$ cat src/rtl/clkctl_pkg.sv
package clkctl_pkg;

    localparam int BYTE_W = 8;

    typedef enum logic [2:0] {
        ST_IDLE,
        ST_RX,
        ST_ACK_SETUP,
        ST_ACK_HOLD,
        ST_TX,
        ST_TX_ACK,
        ST_IGNORE
    } link_state_e;

    typedef enum logic [1:0] {
        PH_ADDR,
        PH_CMD,
        PH_CNT,
        PH_DATA
    } byte_phase_e;

endpackage

$ cat src/rtl/clkctl_line_sync.sv
module clkctl_line_sync #(
    parameter int SYNC_STAGES = 2
) (
    input  logic clk,
    input  logic rst_n,
    input  logic scl_in,
    input  logic sda_in,
    output logic scl_s,
    output logic sda_s,
    output logic scl_rise,
    output logic scl_fall,
    output logic start_det,
    output logic stop_det
);
    localparam int PIPE_W = SYNC_STAGES + 1;

    typedef struct packed {
        logic [PIPE_W-1:0] scl;
        logic [PIPE_W-1:0] sda;
    } pipe_t;

    pipe_t pipe_d, pipe_q;

    always_comb begin
        pipe_d     = pipe_q;
        pipe_d.scl = {pipe_q.scl[PIPE_W-2:0], scl_in};
        pipe_d.sda = {pipe_q.sda[PIPE_W-2:0], sda_in};
    end

    always_ff @(posedge clk or negedge rst_n) begin
        if (!rst_n) begin
            pipe_q <= '{scl: '1, sda: '1};
        end else begin
            pipe_q <= pipe_d;
        end
    end

    logic scl_p, sda_p;
    assign scl_s = pipe_q.scl[SYNC_STAGES-1];
    assign sda_s = pipe_q.sda[SYNC_STAGES-1];
    assign scl_p = pipe_q.scl[SYNC_STAGES];
    assign sda_p = pipe_q.sda[SYNC_STAGES];

    assign scl_rise  = scl_s & ~scl_p;
    assign scl_fall  = ~scl_s & scl_p;
    assign start_det = scl_s & scl_p & sda_p & ~sda_s;
    assign stop_det  = scl_s & scl_p & ~sda_p & sda_s;

endmodule

$ cat src/rtl/clkctl_link_fsm.sv
module clkctl_link_fsm
    import clkctl_pkg::*;
#(
    parameter logic [6:0] DEV_ADDR = 7'h69,
    parameter int NUM_REGS = 4,
    parameter int PTR_W = $clog2(NUM_REGS + 1)
) (
    input  logic              clk,
    input  logic              rst_n,
    input  logic              scl_s,
    input  logic              sda_s,
    input  logic              scl_rise,
    input  logic              scl_fall,
    input  logic              start_det,
    input  logic              stop_det,
    input  logic [BYTE_W-1:0] rd_data,
    output logic [PTR_W-1:0]  rd_idx,
    output logic              wr_en,
    output logic [PTR_W-1:0]  wr_idx,
    output logic [BYTE_W-1:0] wr_data,
    output logic              sda_oe
);
    localparam logic [PTR_W-1:0] PTR_END = PTR_W'(NUM_REGS);

    typedef struct packed {
        link_state_e       state;
        byte_phase_e       phase;
        logic [BYTE_W-1:0] shift;
        logic [2:0]        bit_cnt;
        logic [PTR_W-1:0]  ptr;
        logic              rd_mode;
        logic              m_ack;
        logic              oe;
    } link_t;

    link_t c_q, c_d;

    function automatic logic [PTR_W-1:0] bump(input logic [PTR_W-1:0] p);
        return (p == PTR_END) ? p : p + 1'b1;
    endfunction

    logic [BYTE_W-1:0] sh_in;

    always_comb begin
        c_d     = c_q;
        sh_in   = {c_q.shift[BYTE_W-2:0], sda_s};
        wr_en   = 1'b0;
        wr_idx  = c_q.ptr;
        wr_data = sh_in;
        if (start_det) begin
            c_d.state   = ST_RX;
            c_d.phase   = PH_ADDR;
            c_d.bit_cnt = '0;
            c_d.ptr     = '0;
            c_d.rd_mode = 1'b0;
            c_d.oe      = 1'b0;
        end else if (stop_det) begin
            c_d.state = ST_IDLE;
            c_d.oe    = 1'b0;
        end else begin
            unique case (c_q.state)
                ST_RX: if (scl_rise) begin
                    c_d.shift   = sh_in;
                    c_d.bit_cnt = c_q.bit_cnt + 1'b1;
                    if (c_q.bit_cnt == 3'd7) begin
                        c_d.state = ST_ACK_SETUP;
                        if (c_q.phase == PH_ADDR) begin
                            if (sh_in[7:1] == DEV_ADDR) begin
                                c_d.rd_mode = sh_in[0];
                            end else begin
                                c_d.state = ST_IGNORE;
                            end
                        end else if (c_q.phase == PH_DATA) begin
                            wr_en     = 1'b1;
                            c_d.ptr   = bump(c_q.ptr);
                        end
                    end
                end
                ST_ACK_SETUP: if (scl_fall) begin
                    c_d.oe    = 1'b1;
                    c_d.state = ST_ACK_HOLD;
                end
                ST_ACK_HOLD: if (scl_fall) begin
                    c_d.bit_cnt = '0;
                    if (c_q.phase == PH_ADDR && c_q.rd_mode) begin
                        c_d.phase = PH_DATA;
                        c_d.shift = rd_data;
                        c_d.oe    = ~rd_data[7];
                        c_d.ptr   = bump(c_q.ptr);
                        c_d.state = ST_TX;
                    end else begin
                        c_d.oe    = 1'b0;
                        c_d.state = ST_RX;
                        unique case (c_q.phase)
                            PH_ADDR: c_d.phase = PH_CMD;
                            PH_CMD:  c_d.phase = PH_CNT;
                            default: c_d.phase = PH_DATA;
                        endcase
                    end
                end
                ST_TX: if (scl_fall) begin
                    if (c_q.bit_cnt == 3'd7) begin
                        c_d.oe      = 1'b0;
                        c_d.bit_cnt = '0;
                        c_d.state   = ST_TX_ACK;
                    end else begin
                        c_d.bit_cnt = c_q.bit_cnt + 1'b1;
                        c_d.shift   = {c_q.shift[BYTE_W-2:0], 1'b1};
                        c_d.oe      = ~c_q.shift[BYTE_W-2];
                    end
                end
                ST_TX_ACK: begin
                    if (scl_rise) begin
                        c_d.m_ack = ~sda_s;
                    end else if (scl_fall) begin
                        if (c_q.m_ack) begin
                            c_d.shift = rd_data;
                            c_d.oe    = ~rd_data[7];
                            c_d.ptr   = bump(c_q.ptr);
                            c_d.state = ST_TX;
                        end else begin
                            c_d.state = ST_IGNORE;
                        end
                    end
                end
                default: ;
            endcase
        end
    end

    always_ff @(posedge clk or negedge rst_n) begin
        if (!rst_n) begin
            c_q <= '{state: ST_IDLE, phase: PH_ADDR, shift: '0, bit_cnt: '0,
                     ptr: '0, rd_mode: 1'b0, m_ack: 1'b0, oe: 1'b0};
        end else begin
            c_q <= c_d;
        end
    end

    assign rd_idx = c_q.ptr;
    assign sda_oe = c_q.oe;

    p_oe_rise_scl_low_r11: assert property (@(posedge clk) disable iff (!rst_n)
        $rose(sda_oe) |-> !scl_s);

    p_silent_after_mismatch_r1: assert property (@(posedge clk) disable iff (!rst_n)
        (c_q.state == ST_IGNORE && !start_det) |=> !sda_oe);

    p_start_to_address_r10: assert property (@(posedge clk) disable iff (!rst_n)
        start_det |=> (c_q.state == ST_RX && c_q.phase == PH_ADDR && c_q.ptr == '0));

    p_stop_releases_r6: assert property (@(posedge clk) disable iff (!rst_n)
        (stop_det && !start_det) |=> !sda_oe);

endmodule

$ cat src/rtl/clkctl_reg_bank.sv
module clkctl_reg_bank
    import clkctl_pkg::*;
#(
    parameter int NUM_REGS = 4,
    parameter int PTR_W = $clog2(NUM_REGS + 1)
) (
    input  logic                       clk,
    input  logic                       rst_n,
    input  logic                       wr_en,
    input  logic [PTR_W-1:0]           wr_idx,
    input  logic [BYTE_W-1:0]          wr_data,
    input  logic [PTR_W-1:0]           rd_idx,
    output logic [BYTE_W-1:0]          rd_data,
    output logic [NUM_REGS*BYTE_W-1:0] reg_flat
);
    localparam int IDX_W = $clog2(NUM_REGS);
    localparam logic [PTR_W-1:0] PTR_END = PTR_W'(NUM_REGS);

    logic [BYTE_W-1:0] regs_q [NUM_REGS];
    logic [BYTE_W-1:0] regs_d [NUM_REGS];

    always_comb begin
        regs_d = regs_q;
        if (wr_en && wr_idx < PTR_END) begin
            regs_d[wr_idx[IDX_W-1:0]] = wr_data;
        end
    end

    always_ff @(posedge clk or negedge rst_n) begin
        if (!rst_n) begin
            for (int i = 0; i < NUM_REGS; i++) begin
                regs_q[i] <= '0;
            end
        end else begin
            regs_q <= regs_d;
        end
    end

    assign rd_data = (rd_idx < PTR_END) ? regs_q[rd_idx[IDX_W-1:0]] : '1;

    for (genvar g = 0; g < NUM_REGS; g++) begin : g_flat
        assign reg_flat[g*BYTE_W +: BYTE_W] = regs_q[g];
    end

    p_hold_without_write_r8: assert property (@(posedge clk) disable iff (!rst_n)
        !wr_en |=> $stable(reg_flat));

    p_drop_past_end_r5: assert property (@(posedge clk) disable iff (!rst_n)
        (wr_en && wr_idx >= PTR_END) |=> $stable(reg_flat));

endmodule

$ cat src/rtl/clkctl_i2c_regs.sv
module clkctl_i2c_regs
    import clkctl_pkg::*;
#(
    parameter logic [6:0] DEV_ADDR = 7'h69,
    parameter int NUM_REGS = 4,
    parameter int SYNC_STAGES = 2
) (
    input  logic                       clk,
    input  logic                       rst_n,
    input  logic                       scl_in,
    input  logic                       sda_in,
    output logic                       sda_oe,
    output logic [NUM_REGS*BYTE_W-1:0] reg_flat,
    output logic                       out_tristate,
    output logic                       spread_down,
    output logic                       spread_en,
    output logic                       fsel_from_sw,
    output logic [2:0]                 fsel_code,
    output logic                       spread_narrow
);
    localparam int PTR_W = $clog2(NUM_REGS + 1);

    logic scl_s, sda_s, scl_rise, scl_fall, start_det, stop_det;
    logic wr_en;
    logic [PTR_W-1:0] wr_idx, rd_idx;
    logic [BYTE_W-1:0] wr_data, rd_data;

    clkctl_line_sync #(.SYNC_STAGES(SYNC_STAGES)) u_sync (
        .clk(clk), .rst_n(rst_n), .scl_in(scl_in), .sda_in(sda_in),
        .scl_s(scl_s), .sda_s(sda_s), .scl_rise(scl_rise), .scl_fall(scl_fall),
        .start_det(start_det), .stop_det(stop_det)
    );

    clkctl_link_fsm #(.DEV_ADDR(DEV_ADDR), .NUM_REGS(NUM_REGS), .PTR_W(PTR_W)) u_fsm (
        .clk(clk), .rst_n(rst_n), .scl_s(scl_s), .sda_s(sda_s),
        .scl_rise(scl_rise), .scl_fall(scl_fall),
        .start_det(start_det), .stop_det(stop_det),
        .rd_data(rd_data), .rd_idx(rd_idx),
        .wr_en(wr_en), .wr_idx(wr_idx), .wr_data(wr_data), .sda_oe(sda_oe)
    );

    clkctl_reg_bank #(.NUM_REGS(NUM_REGS), .PTR_W(PTR_W)) u_bank (
        .clk(clk), .rst_n(rst_n), .wr_en(wr_en), .wr_idx(wr_idx),
        .wr_data(wr_data), .rd_idx(rd_idx), .rd_data(rd_data), .reg_flat(reg_flat)
    );

    assign out_tristate  = reg_flat[0];
    assign spread_down   = reg_flat[1];
    assign spread_en     = reg_flat[2];
    assign fsel_from_sw  = reg_flat[3];
    assign fsel_code     = reg_flat[6:4];
    assign spread_narrow = reg_flat[7];

endmodule

$ cat config.mk
export PLATFORM = sky130hd
export DESIGN_NAME = clkctl_i2c_regs
export DESIGN_NICKNAME = d
export VERILOG_FILES = /design/src/rtl/clkctl_pkg.sv /design/src/rtl/clkctl_line_sync.sv /design/src/rtl/clkctl_link_fsm.sv /design/src/rtl/clkctl_reg_bank.sv /design/src/rtl/clkctl_i2c_regs.sv
export SDC_FILE = /design/constraint.sdc
export NUM_CORES = 1
export LEC_CHECK = 0
export BUFFER_PORTS_ARGS = -buffer_cell sky130_fd_sc_hd__buf_2
export CORE_MARGIN = 3
export CORE_UTILIZATION = 53
export CTS_BUF_LIST = sky130_fd_sc_hd__clkbuf_4 sky130_fd_sc_hd__clkbuf_8
export DETAILED_ROUTE_END_ITERATION = 8
export GPL_ROUTABILITY_DRIVEN = 0
export PLACE_DENSITY = 0.71
export SYNTH_ARGS = -nofsm -noshare
export SYNTH_HDL_FRONTEND = slang
export SYNTH_SLANG_ARGS = --single-unit
$ cat constraint.sdc
create_clock -name clk -period 5.4 [get_ports clk]
set_input_delay 0.27 -clock clk [delete_from_list [all_inputs] [get_ports clk]]
set_output_delay 0.27 -clock clk [all_outputs]
set_load 0.01 [all_outputs]
## Yosys cells after proc, flatten, opt, wreduce, memory -nomap -nowiden

Index checks and enable logic that the tools add are counted.

| storage, ports and cells | value |
|---|---|
| flip-flop bits (word level) | 60 |
| input port bits | 4 |
| output and inout bits | 41 |
| logic and storage cells | 165 |

| operators by class | value |
|---|---|
| magnitude comparators | 3 |
| reductions and logical operators | 24 |
| bitwise operators | 16 |
| multiplexer cells | 68 |
| add/sub/neg operators | 2 |
| equal/unequal tests | 38 |

Operators with widths:

| operator | number |
|---|---|
| $mux W8 | 9 |
| $mux W3 | 18 |
| $bwmux W32 | 1 |
| $pmux W8 S4 | 1 |
| $ne A4 B4 Y1 const B | 6 |
| $mux W1 | 22 |
| $reduce_and A11 Y1 | 2 |
| $mux W19 | 1 |
| $mux W18 | 1 |
| $ne A3 B3 Y1 const B | 6 |
| $pmux W3 S3 | 2 |
| $bmux W8 S2 | 1 |
| $demux W8 S2 | 1 |
| $mux W15 | 1 |
| $pmux W3 S5 | 1 |
| $ne A2 B2 Y1 const B | 7 |
| $reduce_bool A2 Y1 | 7 |
| $eq A3 B3 Y1 const B | 4 |
| $ne A3 B2 Y1 const B | 4 |
| $ne A4 B3 Y1 const B | 3 |
| $reduce_bool A4 Y1 | 3 |
| $mux W11 | 1 |
| $mux W5 | 2 |
| $reduce_and A9 Y1 | 1 |
| 27 further kinds | 46 |

## Depth between registers and ports, before layout

| logic depth | value |
|---|---|
| depth in word-level cells | 12 |
| mapped depth | 7 |
| mapped depth without buffers | 7 |

## Cells and area by module

Synthesis repeated with hierarchy kept, for this count alone.

| unflattened totals | value |
|---|---|
| cell total of the unflattened synthesis | 286 |
| area, all modules | 3285.7 um^2 |

Modules (own cells, without submodules):

| module | times used | seq. area each (um^2) | cells each | area an instance (um^2) |
|---|---|---|---|---|
| clkctl_link_fsm | 1 | 525.5 | 169 | 1565.3 |
| clkctl_reg_bank | 1 | 800.8 | 99 | 1470.2 |
| clkctl_line_sync | 1 | 157.7 | 10 | 190.2 |
| clkctl_i2c_regs | 1 | 0.0 | 8 | 60.1 |

## Worst setup path before layout

Ideal clock, no wire load.

| timing path | value |
|---|---|
| path type | register -> register |
| start | register u_fsm.c_q[6] (netlist bit) |
| end | register u_fsm.c_q, in the netlist u_fsm.wr_data[1] |
| stages on the path, launching flop included | 6 |
| arrival | 2.033 ns |
| buffers on the path | 0 |
| clock period less this slack | 2.158 ns |
| required time | 5.275 ns |
| library setup time | 0.125 ns |
| slack | 3.242 ns |
| path through | dfrtp_1 -> ha_1 -> ha_1 -> o31a_1 -> a2111oi_4 -> mux2_4 |

| on the way | value |
|---|---|
| longest elaborated chain between the ends | 3 |

RTL lines:

| what | line | RTL |
|---|---|---|
| from (decl) | clkctl_link_fsm.sv:36 | `link_t c_q, c_d;` |
| from (signal assigned) | clkctl_link_fsm.sv:133 | `c_q <= '{state: ST_IDLE, phase: PH_ADDR, shift: '0, bit_cnt: '0,` |
| $eq A3 B3 Y1 | clkctl_link_fsm.sv:102 | `if (c_q.bit_cnt == 3'd7) begin` |
| $ne A2 B2 Y1 (no source line) | n/a |  |
| $reduce_and A11 Y1 (no source line) | n/a |  |

Every way passes these cells.
A chain may end at the register's enable or synchronous reset.

## Worst setup path in the final report

Ends and elaborated chain as after synthesis.

==> results.sh <==
export IMPL_dieArea_mm2=0.00658
export IMPL_antenna_found_initial=0
export IMPL_io_pins=45
export IMPL_clock_skew_ns=0.00748
export IMPL_relSlewSlack=0.515
export IMPL_grt_usage=0.224
export IMPL_yosysMostFrequentCell="dfrtp_1"
export IMPL_synth_avg_cell_area_um2=12.4
export IMPL_reg2reg_from="u_fsm.c_q[6]$_DFFE_PN0P_"
export IMPL_yosysWarnings=0
export IMPL_cts_made_buffers=9
export IMPL_drt_iter0_drc=161
export IMPL_hold_viol_final=0
export IMPL_drt_antenna_violating_nets=0
export IMPL_wl_per_cell_um=17.7
export IMPL_drive_above_1_share=0.396
export IMPL_post_place_cells=342
export IMPL_dpl_hpwl_um=4300
export IMPL_synth_seq_cells=59
export IMPL_drv_slew=0
export IMPL_rows=26
export IMPL_fin_crit_sh=0.435
export IMPL_vdd_drop_max_uv=219
export IMPL_synth_top_area_frac=0.444
export IMPL_syn2layout_area_growth_pct=13.3
export IMPL_grt_overflow_total=0
export IMPL_avgViaCountPerCell=5.86
export IMPL_grt_pass1_wl_um=10900
export IMPL_drc=0
export IMPL_io_buffers=44
export IMPL_ctsResizeCount=0
export IMPL_cts_setup_buffers=0
export IMPL_cts_max_path_buffers=2
export IMPL_setup_viol=0
export IMPL_hp_start="sda_in"
export IMPL_yosysUniqueCellTypes=56
export IMPL_first_global_vias=2164
export IMPL_crit_path_end_kind="register"
export IMPL_holdBufCountCts=0
export IMPL_ys_seq_area_frac=0.496
export IMPL_rsz0062_at_grt="no"
export IMPL_tightest_slew_ns=0.727
export IMPL_final_cells=358
export IMPL_route_met3_wl_um=307
export IMPL_critPathTopFamily="compound AO/OA/AOI/OAI gates"
export IMPL_design_core_area_mm2=0.00527
export IMPL_cpMostUsedCell="ha_1"
export IMPL_crit_type="register to register"
export IMPL_final_min_clock_period_ns=2.35
export IMPL_clkTransAtPathRegs_ns=0.07
export IMPL_synth_enable_flop_cells=0
export IMPL_diodes=0
export IMPL_die_h_um=81.1
export IMPL_synth_area_top_cells="dfrtp_1 (44%), mux2_2 (11%), mux4_2 (6.0%)"
export IMPL_cts_tree="built"
export IMPL_cp_max_fo=7
export IMPL_hold_path_class="primary input to register"
export IMPL_holdWs_ns=0.0323
export IMPL_crit_arrival_ns=2.57
export IMPL_highest_layer="met4"
export IMPL_nFillCells=418
export IMPL_syn_nets=252
export IMPL_wl_met2_um=2880
export IMPL_tns_ns=0
export IMPL_ys_async_sr_fraction=1.00
export IMPL_htreeDepth=3
export IMPL_maxCapViolCount=0
export IMPL_max_freq_mhz=426
export IMPL_ys_flop_type="dfrtp_1"
export IMPL_wirelength_um=6350
export IMPL_crit_path_cell_trace="ha_1 > ha_1 > o31a_1 > a2111oi_4 > mux2_4"
export IMPL_worstPathRequired_ns=5.62
export IMPL_grt_start_max_net_pins=60
export IMPL_nNetsFinal=293
export IMPL_power_density_mw_per_mm2=431
export IMPL_clkSinkCount=59
export IMPL_p_leak_nw=1.69
export IMPL_synth_area_mm2=0.00299
export IMPL_synth_top_cells_by_count="dfrtp_1 (53), mux2_2 (30), inv_1 (14)"
export IMPL_met1_length_um=3060
export IMPL_synth_top_area_cell="dfrtp_1"
export IMPL_vias=2099
export IMPL_crit_buf_inv=0
export IMPL_status="finished clean"
export IMPL_drtPass1Iterations=4
export IMPL_initial_core_util=0.567
export IMPL_cts_root_buf="clkbuf_8"
export IMPL_insertion_delay_ns=0.33
export IMPL_die_x_um=81.1
export IMPL_slowest_stage="a2111oi_4"
export IMPL_netlist_instances=242
export IMPL_slowest_delay_ns=0.70
export IMPL_cp_start_kind="register"
export IMPL_startpoint="u_fsm.c_q[6]$_DFFE_PN0P_"
==> worst paths after layout <==
kind | slack [ns] | endpoint | cells past startpoint
worst max-delay path | 3.05 | u_fsm.wr_data[1]$_DFFE_PN0P_ | 5
worst min-delay path | 0.03 | u_sync.pipe_d[1]$_DFF_PN1_ | 1
worst max register to register | 3.05 | u_fsm.wr_data[1]$_DFFE_PN0P_ | 5
worst min register to register | 0.36 | u_sync.scl_s$_DFF_PN1_ | 0
max in group asynchronous | 4.84 | u_fsm.sda_oe$_DFFE_PN0P_ | 2
min in group asynchronous | 0.08 | u_bank.reg_flat[26]$_DFFE_PN0P_ | 2
==> cell usage in the layout, fill, tap and decap left out, types with 4 or more instances in the layout <==
master,Yosys,routed
a21oi_1,6,6
buf_2,3,44
clkbuf_8,1,11
dfrtp_1,53,53
dfstp_2,6,6
ha_1,6,6
inv_1,14,14
mux2_1,4,4
mux2_2,30,30
mux2i_1,7,7
mux4_2,8,8
nand2_1,12,12
nand3_1,6,6
nor2_1,6,6
o21ai_0,13,13
o22ai_1,6,6
==> cells by family (layout without fill, tap and decap cells) <==
kind of cell | Yosys count | in the layout | share of synthesized area
buffers and inverters | 29 | 75 | 0.0510
and+or+nand+nor | 49 | 49 | 0.0954
adders and majority gates | 6 | 6 | 0.0251
AOI/OAI and AO/OA | 49 | 49 | 0.115
muxes | 50 | 50 | 0.217
DFF | 59 | 59 | 0.496
==> per-layer routing <==
metal,track usage,vias to the layer above
met4,0.0980,0
met2,0.326,71
met1,0.322,1042
met5,0,-
met3,0.0488,14
li1,-,972
==> state kept, by name, indices dropped and copies added, names as in the netlist <==
register	flops
u_sync.pipe_q	2
u_fsm.c_q	10
u_sync.pipe_d	2
u_bank.reg_flat	32
u_fsm.rd_idx	3
u_sync.scl_s	1
u_sync.sda_s	1
u_fsm.wr_data	7
u_fsm.sda_oe	1
==> layout make-up <==
| type | instances | area (um^2) | share of cell area |
|---|---|---|---|
| inverters | 14 | 52.6 | 0.0155 |
| clock buffers | 12 | 159 | 0.0469 |
| well taps | 70 | 87.6 | 0.0258 |
| multi-input cells | 154 | 1350 | 0.399 |
| clock inverters | 4 | 25.0 | 0.00738 |
| flip-flops and latches | 59 | 1480 | 0.438 |
| repair buffers | 45 | 228 | 0.0672 |
==> where the power goes <==
part           total [mW]  switching [mW]  leakage (nW)  internal, mW
clock network       0.363           0.168        0.0918         0.195
registers           0.675           0.158         0.772         0.517
logic               0.425           0.217         0.831         0.208
total                1.46           0.543          1.69         0.919
==> stage by stage <==
stage	util	cell area (um^2)	setup slack [ns]	power, mW
floorplan	-	2990	3.24	0.990
global placement	0.608	3210	3.09	1.09
detailed placement	0.608	3210	3.04	1.10
CTS	0.643	3390	3.00	1.47
global route	0.643	3390	2.76	1.57
finish	0.643	3390	3.05	1.46
Note: power is estimated with default switching activity, not from simulation.
